$ cat src/rtl/npc_pkg.sv
package npc_pkg;

    localparam int FLOW_W = 3;

    typedef enum logic [FLOW_W-1:0] {
        FLOW_STEP = 3'd0,
        FLOW_BEQ  = 3'd1,
        FLOW_BNE  = 3'd2,
        FLOW_JMP  = 3'd3,
        FLOW_CALL = 3'd4,
        FLOW_RJMP = 3'd5
    } flow_e;

endpackage

$ cat src/rtl/npc_step_add.sv
// Sequential successor: current address plus one instruction width.
module npc_step_add #(
    parameter int XLEN       = 32,
    parameter int INSN_BYTES = 4
) (
    input  logic [XLEN-1:0] pc,
    output logic [XLEN-1:0] pc_step
);
    localparam logic [XLEN-1:0] STEP = XLEN'(INSN_BYTES);

    assign pc_step = pc + STEP;
endmodule

$ cat src/rtl/npc_branch_tgt.sv
// Relative target: sign-extended word offset scaled to bytes, added to pc_step.
module npc_branch_tgt #(
    parameter int XLEN  = 32,
    parameter int OFF_W = 16,
    parameter int SHIFT = 2
) (
    input  logic [XLEN-1:0]  pc_step,
    input  logic [OFF_W-1:0] offset,
    output logic [XLEN-1:0]  target
);
    localparam int EXT_W = XLEN - OFF_W - SHIFT;

    logic [XLEN-1:0] byte_off;

    assign byte_off = {{EXT_W{offset[OFF_W-1]}}, offset, {SHIFT{1'b0}}};
    assign target   = pc_step + byte_off;
endmodule

$ cat src/rtl/npc_jump_tgt.sv
// Region jump: top bits kept from pc_step, rest from the scaled target field.
module npc_jump_tgt #(
    parameter int XLEN  = 32,
    parameter int TGT_W = 26,
    parameter int SHIFT = 2
) (
    input  logic [XLEN-1:0]  pc_step,
    input  logic [TGT_W-1:0] field,
    output logic [XLEN-1:0]  target
);
    localparam int LOW_W    = TGT_W + SHIFT;
    localparam int REGION_W = XLEN - LOW_W;

    generate
        if (REGION_W > 0) begin : g_region
            assign target = {pc_step[XLEN-1:LOW_W], field, {SHIFT{1'b0}}};
        end else begin : g_flat
            assign target = XLEN'({field, {SHIFT{1'b0}}});
        end
    endgenerate
endmodule

$ cat src/rtl/npc_select.sv
module npc_select
    import npc_pkg::*;
#(
    parameter int XLEN       = 32,
    parameter int OFF_W      = 16,
    parameter int TGT_W      = 26,
    parameter int INSN_BYTES = 4,
    parameter int RIDX_W     = 5,
    parameter int LINK_REG   = 31
) (
    input  logic [XLEN-1:0]   pc,
    input  logic [FLOW_W-1:0] flow,
    input  logic [OFF_W-1:0]  br_offset,
    input  logic [TGT_W-1:0]  jmp_field,
    input  logic [XLEN-1:0]   jr_addr,
    input  logic              regs_equal,
    output logic [XLEN-1:0]   next_pc,
    output logic [XLEN-1:0]   link_data,
    output logic              link_we,
    output logic [RIDX_W-1:0] link_idx
);
    localparam int SHIFT = $clog2(INSN_BYTES);

    logic [XLEN-1:0] pc_step;
    logic [XLEN-1:0] br_target;
    logic [XLEN-1:0] jmp_target;
    flow_e           flow_code;

    assign flow_code = flow_e'(flow);

    npc_step_add #(
        .XLEN       (XLEN),
        .INSN_BYTES (INSN_BYTES)
    ) u_step (
        .pc      (pc),
        .pc_step (pc_step)
    );

    npc_branch_tgt #(
        .XLEN  (XLEN),
        .OFF_W (OFF_W),
        .SHIFT (SHIFT)
    ) u_branch (
        .pc_step (pc_step),
        .offset  (br_offset),
        .target  (br_target)
    );

    npc_jump_tgt #(
        .XLEN  (XLEN),
        .TGT_W (TGT_W),
        .SHIFT (SHIFT)
    ) u_jump (
        .pc_step (pc_step),
        .field   (jmp_field),
        .target  (jmp_target)
    );

    // Flow decode: one path per code; unused codes fall back to a step.
    always_comb begin
        next_pc = pc_step;
        link_we = 1'b0;
        unique case (flow_code)
            FLOW_STEP: next_pc = pc_step;
            FLOW_BEQ:  next_pc = regs_equal ? br_target : pc_step;
            FLOW_BNE:  next_pc = regs_equal ? pc_step : br_target;
            FLOW_JMP:  next_pc = jmp_target;
            FLOW_CALL: begin
                next_pc = jmp_target;
                link_we = 1'b1;
            end
            FLOW_RJMP: next_pc = jr_addr;
            default:   next_pc = pc_step;
        endcase
    end

    assign link_data = pc_step;
    assign link_idx  = RIDX_W'(LINK_REG);

endmodule

$ cat config.mk
export PLATFORM = sky130hd
export DESIGN_NAME = npc_select
export DESIGN_NICKNAME = d
export VERILOG_FILES = /design/src/rtl/npc_pkg.sv /design/src/rtl/npc_step_add.sv /design/src/rtl/npc_branch_tgt.sv /design/src/rtl/npc_jump_tgt.sv /design/src/rtl/npc_select.sv
export SDC_FILE = /design/constraint.sdc
export NUM_CORES = 1
export LEC_CHECK = 0
export BUFFER_PORTS_ARGS = -buffer_cell sky130_fd_sc_hd__buf_2
export CAP_MARGIN = 0
export CELL_PAD_IN_SITES_DETAIL_PLACEMENT = 0
export CELL_PAD_IN_SITES_GLOBAL_PLACEMENT = 1
export CORE_ASPECT_RATIO = 0.9
export CORE_MARGIN = 2
export CORE_UTILIZATION = 34
export DETAILED_ROUTE_END_ITERATION = 16
export PLACE_DENSITY_LB_ADDON = 0.1
export SLEW_MARGIN = 20
export SYNTH_ARGS = -nofsm -noshare
export SYNTH_HDL_FRONTEND = slang
export SYNTH_SLANG_ARGS = --single-unit
$ cat constraint.sdc
create_clock -name vclk -period 9.3
set_input_delay 0.93 -clock vclk [all_inputs]
set_output_delay 0.93 -clock vclk [all_outputs]
set_load 0.02 [all_outputs]
==> impl.org <==
** Floorplanning
- The floorplan has 33 rows.
- For this design the top-level I/O count stands at 180.
- Horizontal die dimension :: 105.8 um
- The die is 95.63 um tall.
- Floorplan core area :: 0.009084 sq mm
- Area enclosed by the die boundary :: 0.01012 sq mm
- The initial utilization of the core area, before any placement, comes to 0.3492.

** Worst setup path
- Worst EP required :: 8370 ps
- Type of element capturing the critical path :: output pin
- Number of buffers and inverters on the critical path :: 2
- Category of the most critical setup path :: input pin to output pin
- The slowest stage of the critical path belongs to the cell nor3b_1.
- Endpoint of the most critical setup path :: next_pc[31]
- Critical path startpoint category :: input pin
- Tracing the worst setup path back leads to its startpoint at pc[2].
- CP cell instances :: buf_2 -> ha_1 -> nand2_1 -> nor3b_1 -> and2b_1 -> nand2_1 -> nor2_1 -> xor2_1 -> ha_1 -> a21oi_1 -> nor2b_1 -> nor2_1 -> nor2_1 -> a2111oi_0 -> o311ai_0 -> mux2i_1 -> a31oi_1 -> buf_2
- Along the worst path, the maximum fanout reaches 5.
- Slowest cell delay on critical path :: 480 ps
- Grouping stages by cell kind, the critical path spends the most delay in simple AND/OR/NAND/NOR gates.
- Arrival time of data at the critical path endpoint :: 4850 ps
- Counting buffers and inverters, the worst setup path is 18 cells deep.
- The cell that appears most often on the critical path is nor2_1.

** Detailed routing
- After detailed routing, the average wire length per cell comes to 16.72 um.
- Using the TritonRoute via totals, the vias-per-cell ratio works out to 5.604.
- The detail route stage leaves a number of antenna-violating nets equal to 0.
- Total number of vias :: 4136
- DRC violation count after routing :: 0
- 1st-iter DRT viols :: 248
- Number of iterations in the first detailed-routing pass :: 5
- Total routed wirelength :: 12340 um

** GRT
- Entering global routing, the biggest net connects 32 pins.
- Across every metal layer, demand over resource in global routing totals 0.2260.
- The number of antenna violations at the first check in global routing was 0.
- The first global-routing pass estimated 18900 um of wire.
- Via count of the first global-routing pass :: 3809
- Aggregate global routing overflow :: 0

** Layout
- Count of placed standard cells in the final layout, fillers left out :: 738
- Layout cells sized above 1 :: 0.3084
- Across the whole layout, storage elements account for 0 sq um.
- Syn-to-layout area delta :: 28.84%
- After layout, the clock buffer instance count stands at 0.
- Final std cell area, no fill :: 0.004086 sq mm
- The final layout contains a sequential cell count of 0.
- Antenna diode instance count :: 0
- Post-layout nets :: 764

** Power and ir drop
- Fraction of power consumed by sequential logic :: 0
- Dividing total power by cell area gives a power density of 69.43 mW/mm^2.
- The share of total power dissipated in the clock network is 0.
- Switching power as a share of total power :: 0.6112
- The analysis attributes to net switching a power of 0.0001734 W.
- Of the total power, combinational logic draws 1.000.
- For this design the static power due to leakage is 2.053 nW.
- Int Pwr :: 0.0001103 W
- The worst-case IR drop observed on VDD is 0.00002751 V.

** CTS
- Number of hold-repair buffers added at the cts stage :: 0
- Cells resized by post-CTS repair :: 0
- Count of buffers added by post-CTS timing repair for setup :: 0

** STA
- Hold violation total from the final report :: 0
- Setup_tns :: 0 ps
- Least-Margin Pin Slew :: 1077 ps
- Timing would allow up to 172.9 MHz.
- Tcrit/Tclk final :: 0.6218
- Final count of pins violating max slew :: 0
- Setup violations remaining at the end of the flow were counted as 0.
- Time the worst path needs with I/O delays and setup :: 5783 ps
- RSZ-0062 raised after global routing :: false
- Normalized max-slew margin :: 0.2822

** Yosys
- Number of warnings reported in the yosys synthesis log :: 0
- Part of the Yosys area used for sequential elements :: 0
- Synthesized area per cell :: 6.821 sq um
- Ranking of synthesized cells by instance count :: 45 x o21ai_0, 38 x nand2_1, 35 x ha_1
- Cell types with the largest area share after synthesis :: ha_1 14%, xor2_1 7.7%, o21ai_0 7.1%
- Number of unique standard cell types used by synthesis :: 63
- Most frequent cell after synthesis :: o21ai_0
- Gate count after technology mapping :: 465
- Area share of the leading cell type in the synthesized netlist :: 0.1381
- The biggest area contributor in the post-synthesis netlist is ha_1.
- Netlist Area Pre-Place :: 0.003172 sq mm

** Min path
- Hold path startpoint :: pc[0]
- In this run the worst hold path is classified as input pin to output pin.

** Place
- Final Wtd Congestion :: 0.9286
- Quantity of I/O buffers inserted on ports :: 175
- Once placement finished, the instance area stood at 0.004085 sq mm.
- In this run, placement finished with an instance count of 738.
- Detailed placement ended at an HPWL of 10170 um.

** Run
- Max-cap violations :: 0

** Status
- Run status :: completed
[worst min-delay path by stage]
stage / cells after the start / slack (ps) / end
2_1_floorplan: 1 / 1950 / link_data[2]
3_3_place_gp: 2 / 2090 / link_data[1]
3_5_place_dp: 2 / 2100 / link_data[0]
4_1_cts: 2 / 2100 / link_data[0]
5_1_grt: 2 / 2110 / link_data[0]
6_report: 2 / 2090 / link_data[0]
[through the flow]
stage          hold WS [ps]  total power (W)    util  setup slack, ps
2_1_floorplan          1946        0.0001909       -             3875
3_3_place_gp           2094        0.0002826  0.4497             3545
3_5_place_dp           2096        0.0002815  0.4497             3493
4_1_cts                2096        0.0002836  0.4497             3477
5_1_grt                2109        0.0003108  0.4499             3090
6_report               2093        0.0002837  0.4499             3517
[power groups by stage]
stage / logic, W / registers (W) / clock network [W]
floorplan: 0.000191 / 0 / 0
global placement: 0.000283 / 0 / 0
detailed placement: 0.000281 / 0 / 0
CTS: 0.000284 / 0 / 0
global route: 0.000311 / 0 / 0
finish: 0.000284 / 0 / 0
[cell type report]
class                           instances  area [sq um]
Multi-Input combinational cell        418          2972
Fill cell                            1013          4997
Inverter                               23         86.33
Tap cell                              122         152.6
Timing Repair Buffer                  175         875.8
[per-layer routing]
metal / track usage / vias up / share of wire
met5: 0 / - / 0
met4: 0.02522 / 0 / 0.014
met3: 0.01846 / 14 / 0.064
met2: 0.4134 / 166 / 0.48
met1: 0.2998 / 1885 / 0.44
li1: - / 2071 / -
[logic make-up after synthesis]
| group | Yosys count | synth area share |
|---|---|---|
| muxes | 4 | 0.01262 |
| xor gates and xnor gates | 51 | 0.1408 |
| AOI/OAI and AO/OA | 181 | 0.3992 |
| buffers and inverters | 51 | 0.06943 |
| adders and majority gates | 36 | 0.1444 |
| and+or+nand+nor | 141 | 0.2323 |
| other | 1 | 0.001182 |
[cell usage in the layout, fill, tap and decap left out, drive strengths merged, types with 5 or more instances in the layout]
master / instances
buf: 175
o221ai: 5
nor3: 6
nor2b: 7
a31oi: 6
conb: 5
xor2: 28
a21oi: 36
a21o: 16
and3: 14
a222oi: 21
nand2: 39
nor2: 27
xnor2: 23
nand3: 19
inv: 23
o21bai: 5
nand2b: 7
o211ai: 5
a221oi: 7
ha: 35
nand4: 7
o21ai: 52
Power figures use the tool's default switching activity.
